File: src/rtl/sdram_cmd_tracker.sv
module sdram_cmd_tracker #(
  parameter int BAW    = 2,
  parameter int AW     = 13,
  parameter int CW     = 10,
  parameter int AP_BIT = 10
) (
  input  logic                          clk,
  input  logic                          rst_n,
  input  logic                          cs_n,
  input  logic                          ras_n,
  input  logic                          cas_n,
  input  logic                          we_n,
  input  logic                          cke,
  input  logic [BAW-1:0]                ba,
  input  logic [AW-1:0]                 addr,
  output logic [(1<<BAW)-1:0]           bank_open,
  output logic [(1<<BAW)-1:0][AW-1:0]   bank_row,
  output logic [2:0]                    cmd,
  output logic                          col_valid,
  output logic [CW-1:0]                 col,
  output logic [BAW-1:0]                col_bank,
  output logic                          is_write,
  output logic                          auto_pre,
  output logic                          illegal,
  output logic                          clk_suspend,
  output logic                          power_down
);
  localparam int NB = 1 << BAW;

  logic           cke_q, ap_pend;
  logic [BAW-1:0] ap_bank;
  logic [NB-1:0]  open_d;
  logic [2:0]     code;

  wire       go     = cke_q & ~cs_n;
  wire [2:0] pins   = {ras_n, cas_n, we_n};
  wire       is_act = go && pins == 3'b011;
  wire       is_pre = go && pins == 3'b010;
  wire       is_rd  = go && pins == 3'b101;
  wire       is_wr  = go && pins == 3'b100;
  wire       hit    = bank_open[ba];
  wire       act_ok = is_act & ~hit;
  wire       rw_ok  = (is_rd | is_wr) & hit;
  wire       bad    = (is_act & hit) | ((is_rd | is_wr) & ~hit);
  wire       ap_new = rw_ok & addr[AP_BIT];

  always_comb begin
    case (pins)
      3'b111:  code = 3'd0;
      3'b011:  code = 3'd1;
      3'b101:  code = 3'd2;
      3'b100:  code = 3'd3;
      3'b010:  code = 3'd4;
      3'b000:  code = 3'd5;
      default: code = 3'd6;
    endcase
  end

  always_comb begin
    open_d = bank_open;
    if (cke_q) begin
      if (ap_pend) open_d[ap_bank] = 1'b0;
      if (act_ok) open_d[ba] = 1'b1;
      if (is_pre) begin
        if (addr[AP_BIT]) open_d = '0;
        else open_d[ba] = 1'b0;
      end
    end
  end

  always_ff @(posedge clk or negedge rst_n) begin
    if (!rst_n) begin
      cke_q     <= 1'b1;
      bank_open <= '0;
      ap_pend   <= 1'b0;
      ap_bank   <= '0;
      cmd       <= 3'd0;
      col_valid <= 1'b0;
      col       <= '0;
      col_bank  <= '0;
      is_write  <= 1'b0;
      auto_pre  <= 1'b0;
      illegal   <= 1'b0;
    end else begin
      cke_q <= cke;
      if (cke_q) begin
        bank_open <= open_d;
        ap_pend   <= ap_new;
        ap_bank   <= ba;
        col_valid <= rw_ok;
        illegal   <= bad;
        if (go) cmd <= code;
        if (rw_ok) begin
          col      <= addr[CW-1:0];
          col_bank <= ba;
          is_write <= is_wr;
          auto_pre <= addr[AP_BIT];
        end
      end
    end
  end

  for (genvar b = 0; b < NB; b++) begin : g_row
    always_ff @(posedge clk or negedge rst_n) begin
      if (!rst_n) bank_row[b] <= '0;
      else if (act_ok && ba == BAW'(b)) bank_row[b] <= addr;
    end
  end

  always_ff @(posedge clk or negedge rst_n) begin
    if (!rst_n) begin
      clk_suspend <= 1'b0;
      power_down  <= 1'b0;
    end else if (cke) begin
      clk_suspend <= 1'b0;
      power_down  <= 1'b0;
    end else if (cke_q) begin
      power_down  <= (open_d == '0) && !ap_new;
      clk_suspend <= !((open_d == '0) && !ap_new);
    end
  end

  assert_desel_quiet_R1: assert property (@(posedge clk) disable iff (!rst_n)
    (cs_n && cke_q && !ap_pend) |=> ($stable(bank_open) && $stable(bank_row) && $stable(cmd)));

  assert_ap_close_R6: assert property (@(posedge clk) disable iff (!rst_n)
    (col_valid && auto_pre && cke_q) |=> !bank_open[$past(col_bank)]);

  assert_act_open_bank_R9: assert property (@(posedge clk) disable iff (!rst_n)
    (is_act && hit) |=> (illegal && $stable(bank_row)));

  assert_freeze_R10: assert property (@(posedge clk) disable iff (!rst_n)
    !cke_q |=> ($stable(bank_open) && $stable(col) && $stable(cmd) && $stable(col_valid)));

  assert_pd_idle_R11: assert property (@(posedge clk) disable iff (!rst_n)
    power_down |-> (bank_open == '0 && !clk_suspend));
endmodule

File: config.mk
export PLATFORM = sky130hd
export DESIGN_NAME = sdram_cmd_tracker
export DESIGN_NICKNAME = d
export VERILOG_FILES = /design/src/rtl/sdram_cmd_tracker.sv
export SDC_FILE = /design/constraint.sdc
export NUM_CORES = 1
export LEC_CHECK = 0
export ABC_AREA = 1
export ABC_CLOCK_PERIOD_IN_PS = 1850
export BUFFER_PORTS_ARGS = -buffer_cell sky130_fd_sc_hd__buf_4
export CORE_ASPECT_RATIO = 0.6
export CORE_MARGIN = 4
export CORE_UTILIZATION = 53
export CTS_BUF_LIST = sky130_fd_sc_hd__clkbuf_8
export DETAILED_ROUTE_END_ITERATION = 6
export PLACE_DENSITY = 0.93
export SYNTH_ARGS = -nofsm -noshare
export SYNTH_HDL_FRONTEND = slang
export SYNTH_SLANG_ARGS = --single-unit
File: constraint.sdc
create_clock -name clk -period 1.85 [get_ports clk]
set_input_delay 0.2775 -clock clk [delete_from_list [all_inputs] [get_ports clk]]
set_output_delay 0.2775 -clock clk [all_outputs]
set_load 0.005 [all_outputs]
Word-level counts from Yosys, hierarchy flattened
Cells that the tools add are included.
{"block": "word_totals", "regBits": 81, "inputBits": 22, "output_inout_bits": 77}
{"block": "classes", "magnitude_cmp": 4, "n_eq_ne": 8, "mux": 18, "bitwise": 15, "n_reduce_logical": 19}
{"operator": "$mux W4", "n": 7}
{"operator": "$pmux W3 S6", "n": 1}
{"operator": "$logic_and A1 B1 Y1", "n": 11}
{"operator": "$eq A3 B3 Y1 const B", "n": 3}
{"operator": "$and A4 B4 Y4", "n": 2}
{"operator": "$not A4 Y4", "n": 2}
{"operator": "$mux W1", "n": 7}
{"operator": "$and A1 B1 Y1", "n": 6}
{"operator": "$eq A3 B2 Y1 const B", "n": 2}
{"operator": "$lt A2 B3 Y1 const B", "n": 2}
{"operator": "$demux W1 S2", "n": 2}
{"operator": "$eq A2 B2 Y1 const B", "n": 2}
{"operator": "$ge A2 B1 Y1 const B", "n": 2}
{"operator": "$logic_not A4 Y1", "n": 1}
{"operator": "$or A4 B4 Y4", "n": 1}
{"operator": "$reduce_and A2 Y1", "n": 2}
{"operator": "$logic_not A3 Y1", "n": 1}
{"operator": "$bmux W1 S2", "n": 1}
{"operator": "$eq A2 B1 Y1 const B", "n": 1}
{"operator": "$logic_not A1 Y1", "n": 2}
{"operator": "$logic_not A2 Y1", "n": 1}
{"operator": "$not A1 Y1", "n": 2}
{"operator": "$or A1 B1 Y1", "n": 2}
{"operator": "$reduce_bool A2 Y1", "n": 1}

Logic depth before layout (Yosys ltp)
Gate-level depths: netlist of run 1.
{"block": "depth", "word_depth": 20, "mapped_depth": 13, "ltp_nobuf": 12}

Least setup slack after synthesis of run 1
No wires, ideal clock.
{"block": "synth_path", "path_kind": "register to register", "from": "register cke_q", "to": "register power_down", "setup_ns": 0.117, "arrival_time_ns": 1.411, "required_ns": 1.733, "setup_slack_ns": 0.322, "stages_incl_launch_ff": 12, "n_path_buf": 0, "synth_period_minus_slack_ns": 1.528, "cell_sequence": "dfstp_2 -> inv_2 -> nor2_4 -> inv_2 -> nor2_8 -> nand3_4 -> nand2_1 -> nand2_1 -> nand3_1 -> nor2_2 -> nand3_1 -> nand2_1"}
{"block": "synth_via", "elab_chain_cells": 13, "elab_cells_between_ends": 21, "classes_between": "mux (7); bitwise (6); reduce/logical (8)"}
{"item": "from (decl)", "line": "30", "text": "logic cke_q, ap_pend;"}
{"item": "from (signal assigned)", "line": "85", "text": "cke_q <= cke;"}
{"item": "$and A1 B1 Y1", "line": "35", "text": "wire go = cke_q & ~cs_n;"}
{"item": "$logic_and A1 B1 Y1", "line": "37", "text": "wire is_act = go && pins == 3'b011;"}
{"item": "$and A1 B1 Y1", "line": "42", "text": "wire act_ok = is_act & ~hit;"}
{"item": "$mux W4", "line": "63", "text": "if (act_ok) open_d[ba] = 1'b1;"}
{"item": "$mux W4", "line": "61", "text": "if (cke_q) begin"}
{"item": "$and A4 B4 Y4 (no source line)"}
{"item": "$mux W4", "line": "65", "text": "if (addr[AP_BIT]) open_d = '0;"}
{"item": "$mux W4", "line": "64", "text": "if (is_pre) begin"}
{"item": "$mux W4", "line": "61"}
{"item": "$logic_not A4 Y1", "line": "118", "text": "power_down <= (open_d == '0) && !ap_new;"}
{"item": "$logic_and A1 B1 Y1", "line": "118"}
{"item": "$mux W1", "line": "117", "text": "end else if (cke_q) begin"}
{"item": "$mux W1", "line": "114", "text": "end else if (cke) begin"}
{"item": "to (signal assigned)", "line": "118"}
{"item": "to (decl)", "line": "26", "text": "output logic power_down"}
Several ways; a longest one is shown, not always the timed one. The select of a mux whose other input is x is not followed.
A chain may end at the register's enable or synchronous reset.

Worst setup path in the final report of run 1
{"block": "layout_path", "from": "register cke_q", "to": "register clk_suspend"}
{"block": "layout_via", "elab_chain_cells": 14, "elab_cells_between_ends": 22, "classes_between": "mux (7); bitwise (6); reduce/logical (9)"}
{"item": "$and A1 B1 Y1", "line": "35"}
{"item": "$logic_and A1 B1 Y1", "line": "37"}
{"item": "$and A1 B1 Y1", "line": "42"}
{"item": "$mux W4", "line": "63"}
{"item": "$mux W4", "line": "61"}
{"item": "$and A4 B4 Y4 (no source line)"}
{"item": "$mux W4", "line": "65"}
{"item": "$mux W4", "line": "64"}
{"item": "$mux W4", "line": "61"}
{"item": "$logic_not A4 Y1", "line": "119", "text": "clk_suspend <= !((open_d == '0) && !ap_new);"}
{"item": "$logic_and A1 B1 Y1", "line": "119"}
{"item": "$logic_not A1 Y1", "line": "119"}
{"item": "$mux W1", "line": "117"}
{"item": "$mux W1", "line": "114"}
{"item": "to (signal assigned)", "line": "119"}
{"item": "to (decl)", "line": "25", "text": "output logic clk_suspend,"}
Several ways; a longest one is shown, not always the timed one. The select of a mux whose other input is x is not followed.

==> impl_results.html, run 1 <==
<table>
<tr><th>Metric</th><th>Value</th></tr>
<tr><th colspan="2">Power and ir drop</th></tr>
<tr><td>Power Density</td><td>984.7 nW/um^2</td></tr>
<tr><td>Switching part of the total</td><td>26.70%</td></tr>
<tr><td>Internal power contribution</td><td>between 3000 and 4000 uW</td></tr>
<tr><td>Static Leak</td><td>around 0.0023 uW</td></tr>
<tr><td>Combinational share of power</td><td>19.7%</td></tr>
<tr><td>Flop pwr share</td><td>about 52%</td></tr>
<tr><td>Switching power summed over all nets</td><td>1131 uW</td></tr>
<tr><td>Clock share of power</td><td>28.9%</td></tr>
<tr><td>Maximum vdd drop</td><td>626.0 uV</td></tr>
<tr><th colspan="2">Timing</th></tr>
<tr><td>Hold Violations, Final</td><td>0</td></tr>
<tr><td>Setup TNS Final</td><td>0 ps</td></tr>
<tr><td>Final Skew</td><td>~4.7 ps</td></tr>
<tr><td>Post-route clock period utilization</td><td>94.09%</td></tr>
<tr><td>Max-slew headroom</td><td>71.28%</td></tr>
<tr><td>Worst Max-Slew Pin Slew</td><td>roughly 430 ps</td></tr>
<tr><td>Unrepaired setup endpoints after global routing</td><td>false</td></tr>
<tr><td>Number of endpoints failing setup at the final stage</td><td>0</td></tr>
<tr><td>Maximum achievable frequency</td><td>0.5745 GHz</td></tr>
<tr><td>Pins Over Slew Limit</td><td>0</td></tr>
<tr><td>Final critical-path required period</td><td>1741 ps</td></tr>
<tr><th colspan="2">Place</th></tr>
<tr><td>Placed cell count</td><td>508</td></tr>
<tr><td>Total placed instance area</td><td>4096 sq um</td></tr>
<tr><td>Port Buffer Count</td><td>98</td></tr>
<tr><td>Final weighted congestion in routability-driven placement</td><td>0.9474</td></tr>
<tr><td>Half-perimeter wire length of the detailed placement result</td><td>approximately 6200 um</td></tr>
<tr><th colspan="2">Cells and area</th></tr>
<tr><td>Highest-count cells in the layout ignoring fill and taps</td><td>sky130_fd_sc_hd__buf_4 (106), sky130_fd_sc_hd__nand2_1 (103), sky130_fd_sc_hd__dfrtp_1 (80)</td></tr>
<tr><td>Most common library cell in the layout ignoring fill and taps</td><td>sky130_fd_sc_hd__buf_4</td></tr>
<tr><td>Area of all placed cells without fillers</td><td>4299 sq um</td></tr>
<tr><td>Count of antenna diodes in the layout</td><td>0</td></tr>
<tr><td>Layout cell share with drive strength beyond 1</td><td>about 32%</td></tr>
<tr><td>Non-Filler Instances</td><td>525</td></tr>
<tr><td>Growth of design area from synthesis to finish</td><td>32.66%</td></tr>
<tr><td>Fin nets</td><td>approximately 460</td></tr>
<tr><th colspan="2">Worst setup path</th></tr>
<tr><td>Capturing element type of the critical path</td><td>flop</td></tr>
<tr><td>Element type at the critical path start</td><td>flop</td></tr>
<tr><td>Type of the worst setup path</td><td>reg2reg</td></tr>
<tr><td>Data arrival, critical path</td><td>1980 ps</td></tr>
<tr><td>Largest driver fanout on the critical path</td><td>7</td></tr>
<tr><td>CP Data Required Time</td><td>2090 ps</td></tr>
<tr><th colspan="2">Die</th></tr>
<tr><td>DIE HEIGHT</td><td>between 60 and 70 um</td></tr>
<tr><td>Full die area</td><td>7471 sq um</td></tr>
<tr><td>Initial Utilization</td><td>56.32%</td></tr>
<tr><td>Die X</td><td>109.0 um</td></tr>
<tr><td>Floorplan row count</td><td>21</td></tr>
<tr><td>Top-Level Pins</td><td>99</td></tr>
<tr><td>Standard cell core area</td><td>5754 sq um</td></tr>
<tr><th colspan="2">Drt</th></tr>
<tr><td>Total met2 wirelength after detailed routing</td><td>3863 um</td></tr>
<tr><td>Initial DRT Pass Iterations</td><td>6</td></tr>
<tr><td>Wire length reported by the detailed router</td><td>approximately 8300 um</td></tr>
<tr><td>Antenna Nets Post-Route</td><td>0</td></tr>
<tr><td>Top layer used by detailed routing</td><td>met4</td></tr>
<tr><td>Metal3 WL</td><td>~730 um</td></tr>
<tr><td>Via Count</td><td>2,759</td></tr>
<tr><td>Via density per instance</td><td>5.255</td></tr>
<tr><td>Post-route met1 wirelength</td><td>3644 um</td></tr>
<tr><td>Remaining DRCs</td><td>0</td></tr>
<tr><td>Mean routed wirelength per cell</td><td>between 15 and 20 um</td></tr>
<tr><td>Number of DRC markers after the initial detailed-route iteration</td><td>230</td></tr>
<tr><th colspan="2">CTS</th></tr>
<tr><td>Clock tree from TritonCTS</td><td>done</td></tr>
<tr><td>CTS sink cnt</td><td>81</td></tr>
<tr><td>Clock transition at the register clock pins on the worst setup and hold paths after CTS</td><td>around 70 ps</td></tr>
<tr><td>Setup Buffers After CTS</td><td>0</td></tr>
<tr><td>Number of levels in the clock H-tree</td><td>3</td></tr>
<tr><td>Maximum buffer depth of the clock tree</td><td>2</td></tr>
<tr><td>Clk Latency, worst-skew pair</td><td>340 ps</td></tr>
<tr><td>Library cell used as clock root buffer</td><td>sky130_fd_sc_hd__clkbuf_8</td></tr>
<tr><td>TritonCTS Buffers</td><td>9</td></tr>
<tr><th colspan="2">Logic synthesis</th></tr>
<tr><td>Number of distinct standard cells referenced by the synthesized netlist</td><td>23</td></tr>
<tr><td>Synth warnings</td><td>0</td></tr>
<tr><td>Net count after synthesis</td><td>355</td></tr>
<tr><td>Synth Instances</td><td>between 300 and 400</td></tr>
<tr><td>Mean cell area of the mapped netlist</td><td>9.732 sq um</td></tr>
<tr><td>Portion of the post-synthesis area used by sequential elements</td><td>62.59%</td></tr>
<tr><td>Synth Register Bits</td><td>81</td></tr>
<tr><td>Cell area after technology mapping</td><td>3241 sq um</td></tr>
<tr><th colspan="2">Global route</th></tr>
<tr><td>Global-route wire length before repair</td><td>around 13,000 um</td></tr>
<tr><td>Total global-route track usage</td><td>23.83%</td></tr>
<tr><td>Initial antenna violation count</td><td>0</td></tr>
<tr><td>Total grt overflow</td><td>0</td></tr>
<tr><td>Pin count of the biggest net entering global routing</td><td>38</td></tr>
<tr><td>Via count of the first global-routing pass</td><td>2,639</td></tr>
<tr><th colspan="2">Hold path</th></tr>
<tr><td>Class of the tightest hold or removal check</td><td>in2reg</td></tr>
<tr><th colspan="2">Run</th></tr>
<tr><td>MaxCap Viol Count</td><td>0</td></tr>
<tr><th colspan="2">Run status</th></tr>
<tr><td>Result of the run</td><td>finished, final reports clean</td></tr>
</table>
[layout make-up]
| class | count | area [sq um] |
|---|---|---|
| Clock buffer | 10 | 137.6 |
| Clock inverter | 6 | 52.55 |
| Fill cell | 418 | 1455 |
| Inverter | 27 | 101.3 |
| Multi-Input combinational cell | 213 | 1054 |
| Sequential cell | 81 | 2028 |
| Tap cell | 80 | 100.1 |
| Timing Repair Buffer | 108 | 825.8 |
[power groups by stage]
stage                     logic [uW]  clock network (uW)  registers (uW)
after global routing             932                1340            2200
after global placement           806                   0            2200
after detailed placement         840                   0            2210
final                            832                1220            2180
after floorplan                  280                   0            2200
after CTS                        844                1250            2180
[registers in the layout, summed over array words and instances, names as in the netlist]
| register | count |
|---|---|
| bank_row | 52 |
| col | 10 |
| bank_open | 4 |
| cmd | 3 |
| ap_bank | 2 |
| col_bank | 2 |
| ap_pend | 1 |
| auto_pre | 1 |
| cke_q | 1 |
| clk_suspend | 1 |
| col_valid | 1 |
| illegal | 1 |
| is_write | 1 |
| power_down | 1 |
[timing repair]
action | 4_1_cts | 5_1_grt
setup endpoints to repair | 0 | 2
hold endpoints to repair | 25 | 0
gates resized for setup | 0 | 1
hold buffers | 1 | 0
[worst max-delay path, stage by stage, from the launching register on]
cell,delay [ps]
sky130_fd_sc_hd__dfstp_2,590
sky130_fd_sc_hd__inv_2,70
sky130_fd_sc_hd__nor2_4,110
sky130_fd_sc_hd__nand2_1,70
sky130_fd_sc_hd__nor2_2,170
sky130_fd_sc_hd__o21ai_0,160
sky130_fd_sc_hd__nand2_1,120
sky130_fd_sc_hd__nand2_2,60
sky130_fd_sc_hd__nor2_2,120
sky130_fd_sc_hd__nand2_1,60
sky130_fd_sc_hd__nand2_1,50
sky130_fd_sc_hd__nand2_1,50
[kinds of logic (layout without fill, tap and decap cells)]
family | after synthesis | after routing | synth area share (%)
buffers and inverters | 39 | 151 | 4.980
DFF | 81 | 81 | 62.59
AOI/OAI and AO/OA | 83 | 83 | 13.17
and+or+nand+nor | 130 | 130 | 19.27
[path summary, 6_finish.rpt]
kind,depth (start not counted),startpoint,slack [ps],end
max in group asynchronous,3,rst_n,860,col[8]
worst min-delay path,1,cke,60,cke_q
worst max-delay path,11,cke_q,110,clk_suspend
worst min register to register,2,auto_pre,490,auto_pre
worst max register to register,11,cke_q,110,clk_suspend
min in group asynchronous,2,rst_n,400,bank_row[26]
[through the flow]
stage	total power, uW	hold slack (ps)	setup slack [ps]	utilization [%]
after floorplan	2477	-18.09	321.9	-
after global placement	3004	225.2	232.1	71.19
after detailed placement	3046	228.3	43.14	71.19
after CTS	4274	41.30	36.05	74.67
after global routing	4480	29.93	19.85	74.71
final	4234	56.58	109.4	74.71
[synth_stat cells, drive strengths merged]
master,instances,share of area [%]
inv,27,3.1
o21ai,74,11
dfstp,1,0.81
clkbuf,5,0.62
o31ai,3,0.69
nand3,10,2.9
nor2,11,2.9
nand2,108,13
o311ai,1,0.27
dfrtp,80,62
buf,7,1.2
nand3b,1,0.62
a21oi,5,0.77
[layer usage]
layer,track usage (%),vias up
met2,37.54,132
met3,7.628,12
met4,6.142,0
met5,0,-
li1,-,1284
met1,32.51,1331
(Power assumes the default switching activity.)
==> run 2: changes to the inputs <==
ABC_AREA = unset   (was 1)
==> run 2 against run 1 <==
The run now ends with setup timing left. Count of clock-buffer cells in the layout is 1 lower. Cell area is 13% higher. Flip-flop and latch count stayed put. Largest power group unchanged.
==> impl_results.html, run 2 <==
<table>
<tr><th>Metric</th><th>Value</th></tr>
<tr><th colspan="2">Run status</th></tr>
<tr><td>Result of the run</td><td>finished with violations</td></tr>
<tr><td>Violations in the final reports</td><td>setup timing</td></tr>
<tr><th colspan="2">Logic synthesis</th></tr>
<tr><td>Number of flops mapped to enable cells by yosys</td><td>0 (unchanged)</td></tr>
<tr><td>Cell type contributing the most total cell area after synthesis</td><td>sky130_fd_sc_hd__dfrtp_1</td></tr>
<tr><td>Synth Instances</td><td>227 (-32%)</td></tr>
<tr><td>Area share of the leading cell type in the synthesized netlist</td><td>59.88% (-1.9 points)</td></tr>
<tr><td>Cell area after technology mapping</td><td>3343 sq um (+3.2%)</td></tr>
<tr><td>Mean cell area of the mapped netlist</td><td>14.73 sq um (+51%)</td></tr>
<tr><td>Share of synthesized registers carrying an async set or reset</td><td>100.0% (unchanged)</td></tr>
<tr><td>Top cell types by occurrence after synthesis</td><td>sky130_fd_sc_hd__dfrtp_1 (80), sky130_fd_sc_hd__mux2_1 (49), sky130_fd_sc_hd__inv_1 (9), sky130_fd_sc_hd__mux2_4 (9), sky130_fd_sc_hd__mux2_2 (8)</td></tr>
<tr><td>Most used standard cell by instance count after synthesis</td><td>sky130_fd_sc_hd__dfrtp_1</td></tr>
<tr><td>Portion of the post-synthesis area used by sequential elements</td><td>60.67% (-1.9 points)</td></tr>
<tr><td>Synth top area cells</td><td>sky130_fd_sc_hd__dfrtp_1 (60%), sky130_fd_sc_hd__mux2_1 (17%), sky130_fd_sc_hd__mux2_4 (4.0%)</td></tr>
<tr><td>Number of distinct standard cells referenced by the synthesized netlist</td><td>40 (+74%)</td></tr>
<tr><td>Net count after synthesis</td><td>249 (-30%)</td></tr>
<tr><td>Main synth FF type</td><td>sky130_fd_sc_hd__dfrtp_1</td></tr>
<tr><td>Synth Register Bits</td><td>81 (unchanged)</td></tr>
<tr><td>Synth warnings</td><td>0 (unchanged)</td></tr>
<tr><th colspan="2">Cells and area</th></tr>
<tr><td>Count of antenna diodes in the layout</td><td>0 (unchanged)</td></tr>
<tr><td>Total of fill cells in the finished design</td><td>332 (-21%)</td></tr>
<tr><td>Register bank with the most flops</td><td>bank_row</td></tr>
<tr><td>Fin nets</td><td>378 (-18%)</td></tr>
<tr><td>Largest registers</td><td>bank_row: 52 flops, col: 10 flops, bank_open: 4 flops</td></tr>
<tr><td>Growth of design area from synthesis to finish</td><td>45.32%</td></tr>
<tr><td>Area of the multi-input gates</td><td>1444 sq um (+37%)</td></tr>
<tr><td>Storage element area</td><td>2029 sq um (about the same)</td></tr>
<tr><td>Max FFs per register</td><td>52 (unchanged)</td></tr>
<tr><td>Non-Filler Instances</td><td>445 (-15%)</td></tr>
<tr><td>Layout cell share with drive strength beyond 1</td><td>60.39% (+28 points)</td></tr>
<tr><td>Area of all placed cells without fillers</td><td>4858 sq um (+13%)</td></tr>
<tr><td>Most common library cell in the layout ignoring fill and taps</td><td>sky130_fd_sc_hd__buf_4</td></tr>
<tr><td>Highest-count cells in the layout ignoring fill and taps</td><td>sky130_fd_sc_hd__buf_4 (116), sky130_fd_sc_hd__dfrtp_1 (79), sky130_fd_sc_hd__mux2_4 (51)</td></tr>
<tr><th colspan="2">Place</th></tr>
<tr><td>Half-perimeter wire length of the detailed placement result</td><td>6091 um (-2.2%)</td></tr>
<tr><td>Place WS</td><td>-254.0 ps (-297.1 ps)</td></tr>
<tr><td>Total placed instance area</td><td>4461 sq um (+8.9%)</td></tr>
<tr><td>Port Buffer Count</td><td>98 (unchanged)</td></tr>
<tr><td>Final weighted congestion in routability-driven placement</td><td>0.9139 (-3.5%)</td></tr>
<tr><td>Placed cell count</td><td>419 (-18%)</td></tr>
<tr><th colspan="2">Worst setup path</th></tr>
<tr><td>Worst setup path startpoint</td><td>cke_q</td></tr>
<tr><td>R2R Path End</td><td>bank_row[20]</td></tr>
<tr><td>Cells traversed along the worst timing path</td><td>or3b_4, buf_4, nor4b_4, buf_6, mux2_4</td></tr>
<tr><td>Largest driver fanout on the critical path</td><td>8 (+1)</td></tr>
<tr><td>Crit path buf inv count</td><td>2 (+1)</td></tr>
<tr><td>Capturing element type of the critical path</td><td>flop</td></tr>
<tr><td>Kind of cell with the highest combined delay on the critical path</td><td>simple AND/OR/NAND/NOR gates</td></tr>
<tr><td>Data arrival, critical path</td><td>2290 ps (+310 ps)</td></tr>
<tr><td>Critical path's largest stage delay</td><td>540 ps (-50 ps)</td></tr>
<tr><td>Type of the worst setup path</td><td>reg2reg</td></tr>
<tr><td>Total stage count of the critical path</td><td>5 (-6)</td></tr>
<tr><td>Reg-to-Reg Start</td><td>cke_q</td></tr>
<tr><td>Element type at the critical path start</td><td>flop</td></tr>
<tr><td>Depth of the worst register-to-register path</td><td>5 (-6)</td></tr>
<tr><td>Critical path's slowest cell</td><td>sky130_fd_sc_hd__dfstp_2</td></tr>
<tr><td>CP Data Required Time</td><td>2100 ps (about the same)</td></tr>
<tr><td>Capture point of the worst path</td><td>bank_row[20]</td></tr>
<tr><td>Reg2reg setup slack</td><td>-190 ps (-300 ps)</td></tr>
<tr><th colspan="2">CTS</th></tr>
<tr><td>CTS sink cnt</td><td>81 (unchanged)</td></tr>
<tr><td>Clock tree from TritonCTS</td><td>done</td></tr>
<tr><td>Clk Latency, worst-skew pair</td><td>360 ps (+20 ps)</td></tr>
<tr><td>Number of levels in the clock H-tree</td><td>3 (unchanged)</td></tr>
<tr><td>TritonCTS Buffers</td><td>9 (unchanged)</td></tr>
<tr><td>Library cell used as clock root buffer</td><td>sky130_fd_sc_hd__clkbuf_8</td></tr>
<tr><td>Maximum buffer depth of the clock tree</td><td>2 (unchanged)</td></tr>
<tr><td>Clock transition at the register clock pins on the worst setup and hold paths after CTS</td><td>90 ps (+20 ps)</td></tr>
<tr><th colspan="2">Global route</th></tr>
<tr><td>Total grt overflow</td><td>0 (unchanged)</td></tr>
<tr><td>Global-route wire length before repair</td><td>15,360 um (+16%)</td></tr>
<tr><td>Pin count of the biggest net entering global routing</td><td>45 (+18%)</td></tr>
<tr><td>Via count of the first global-routing pass</td><td>2,606 (-1.3%)</td></tr>
<tr><td>Total global-route track usage</td><td>25.87% (+2.0 points)</td></tr>
<tr><td>Initial antenna violation count</td><td>0 (unchanged)</td></tr>
<tr><th colspan="2">Drt</th></tr>
<tr><td>Antenna Nets Post-Route</td><td>0 (unchanged)</td></tr>
<tr><td>Remaining DRCs</td><td>0 (unchanged)</td></tr>
<tr><td>Via Count</td><td>2,521 (-8.6%)</td></tr>
<tr><td>Mean routed wirelength per cell</td><td>22.04 um (+39%)</td></tr>
<tr><td>Number of DRC markers after the initial detailed-route iteration</td><td>136 (-41%)</td></tr>
<tr><td>Initial DRT Pass Iterations</td><td>4 (-2)</td></tr>
<tr><td>Wire length reported by the detailed router</td><td>9810 um (+18%)</td></tr>
<tr><td>Via density per instance</td><td>5.665 (+7.8%)</td></tr>
<tr><th colspan="2">Power and ir drop</th></tr>
<tr><td>Static Leak</td><td>0.002506 uW (+9.2%)</td></tr>
<tr><td>Power Density</td><td>905.8 nW/um^2 (-8.0%)</td></tr>
<tr><td>Total Power Consumption</td><td>4401 uW (+3.9%)</td></tr>
<tr><td>Maximum vdd drop</td><td>661.8 uV (+5.7%)</td></tr>
<tr><th colspan="2">Die</th></tr>
<tr><td>Standard cell core area</td><td>6111 sq um (+6.2%)</td></tr>
<tr><td>Initial Utilization</td><td>54.71% (-1.6 points)</td></tr>
<tr><td>Floorplan row count</td><td>22 (+4.8%)</td></tr>
<tr><td>DIE HEIGHT</td><td>69.52 um (+1.4%)</td></tr>
<tr><td>Top-Level Pins</td><td>99 (unchanged)</td></tr>
<tr><td>Full die area</td><td>7684 sq um (+2.9%)</td></tr>
<tr><td>Die X</td><td>110.5 um (+1.5%)</td></tr>
<tr><th colspan="2">Timing</th></tr>
<tr><td>Post-route clock period utilization</td><td>110.3% (+16 points)</td></tr>
<tr><td>Unrepaired setup endpoints after global routing</td><td>true</td></tr>
<tr><td>Final Skew</td><td>9.751 ps (+5.093 ps)</td></tr>
<tr><td>Worst Max-Slew Pin Slew</td><td>588.2 ps (+158.0 ps)</td></tr>
<tr><td>Max-slew headroom</td><td>60.79% (-10 points)</td></tr>
<tr><td>Pins Over Slew Limit</td><td>0 (unchanged)</td></tr>
<tr><td>Number of endpoints failing setup at the final stage</td><td>54 (+54)</td></tr>
<tr><td>Maximum achievable frequency</td><td>0.4900 GHz (-15%)</td></tr>
<tr><td>Final critical-path required period</td><td>2041 ps (+300.3 ps)</td></tr>
<tr><td>Hold Violations, Final</td><td>0 (unchanged)</td></tr>
<tr><td>Setup slack of the critical path after layout</td><td>-191.0 ps (-300.3 ps)</td></tr>
<tr><th colspan="2">Hold path</th></tr>
<tr><td>Class of the tightest hold or removal check</td><td>in2reg</td></tr>
<tr><td>Worst hold path startpoint</td><td>cke</td></tr>
<tr><th colspan="2">Run</th></tr>
<tr><td>MaxCap Viol Count</td><td>0 (unchanged)</td></tr>
</table>
run 2: cell types whose count changed after synthesis, moves of 4 or more:
cell and delta:
sky130_fd_sc_hd__nand2_1 -97, sky130_fd_sc_hd__nor2b_1 +4, sky130_fd_sc_hd__nand2_2 -5, sky130_fd_sc_hd__inv_1 -14
sky130_fd_sc_hd__mux2_2 +8, sky130_fd_sc_hd__o21ai_0 -70, sky130_fd_sc_hd__nand3_1 -5, sky130_fd_sc_hd__inv_2 -4
sky130_fd_sc_hd__nor3b_1 +4, sky130_fd_sc_hd__mux2_1 +49, sky130_fd_sc_hd__mux2_4 +9
run 2: per-layer routing:
metal  wire [um]  part of all wire [%]  GRT usage (%)  vias up
li1            -                     -              -     1069
met1        4089                    42          33.81     1295
met2        4664                    48          39.52      132
met3         859                   8.8          10.55       25
met4         197                   2.0          8.607        0
met5           0                     0              0        -
run 2: kinds of logic after synthesis:
family | synth area share (%)
buffers and inverters | 3.106
multiplexers | 24.51
AO/OA/AOI/OAI | 5.127
AND/OR/NAND/NOR | 6.587
flip-flops | 60.67
run 2: power breakdown:
group | total (uW) | internal (uW) | switching (uW) | leakage, uW
Clock | 1240 | 513 | 726 | 0.0000923
Combinational | 997 | 607 | 390 | 0.00135
Sequential | 2170 | 2000 | 160 | 0.00106
Total | 4400 | 3120 | 1280 | 0.00251
run 2: final cells by class:
type                       instances  area share (%)
tap                               84           2.163
sequential                        81           41.77
clock inverter                     7           1.288
multi-input combinational        126           29.72
clock buffer                       9           2.550
inverter                           9          0.6953
timing repair buffer             129           21.81
run 2: worst reg2reg max path: cells and delay by family (launching register included):
family	cells	cell delay, ps
and+or+nand+nor	2	700
DFF	1	540
buffers and inverters	2	380
muxes	1	320
run 2: repair_timing:
action / 4_1_cts / 5_1_grt
endpoints found under the hold margin: 42 / 0
setup buffers: 5 / 4
resized for setup: 28 / 6
setup endpoints to repair: 56 / 67
hold buffers: 1 / 0
pin swaps: 6 / 4
run 2: worst min-delay path by stage:
stage | end | slack (ps) | cells past startpoint
floorplan | ap_bank[0] | -20 | 0
global placement | bank_row[44] | 300 | 1
detailed placement | bank_row[46] | 310 | 1
CTS | cke_q | 20 | 1
global route | cke_q | 10 | 1
finish | cke_q | 40 | 1
run 2: per-stage QoR:
stage	hold slack, ps	setup TNS [ps]	util [%]
after floorplan	-18.09	-8790	-
after global placement	302.4	-6485	72.99
after detailed placement	308.7	-9100	72.99
after CTS	21.77	-9275	78.60
after global routing	12.75	-11580	79.50
final	39.57	-8568	79.50
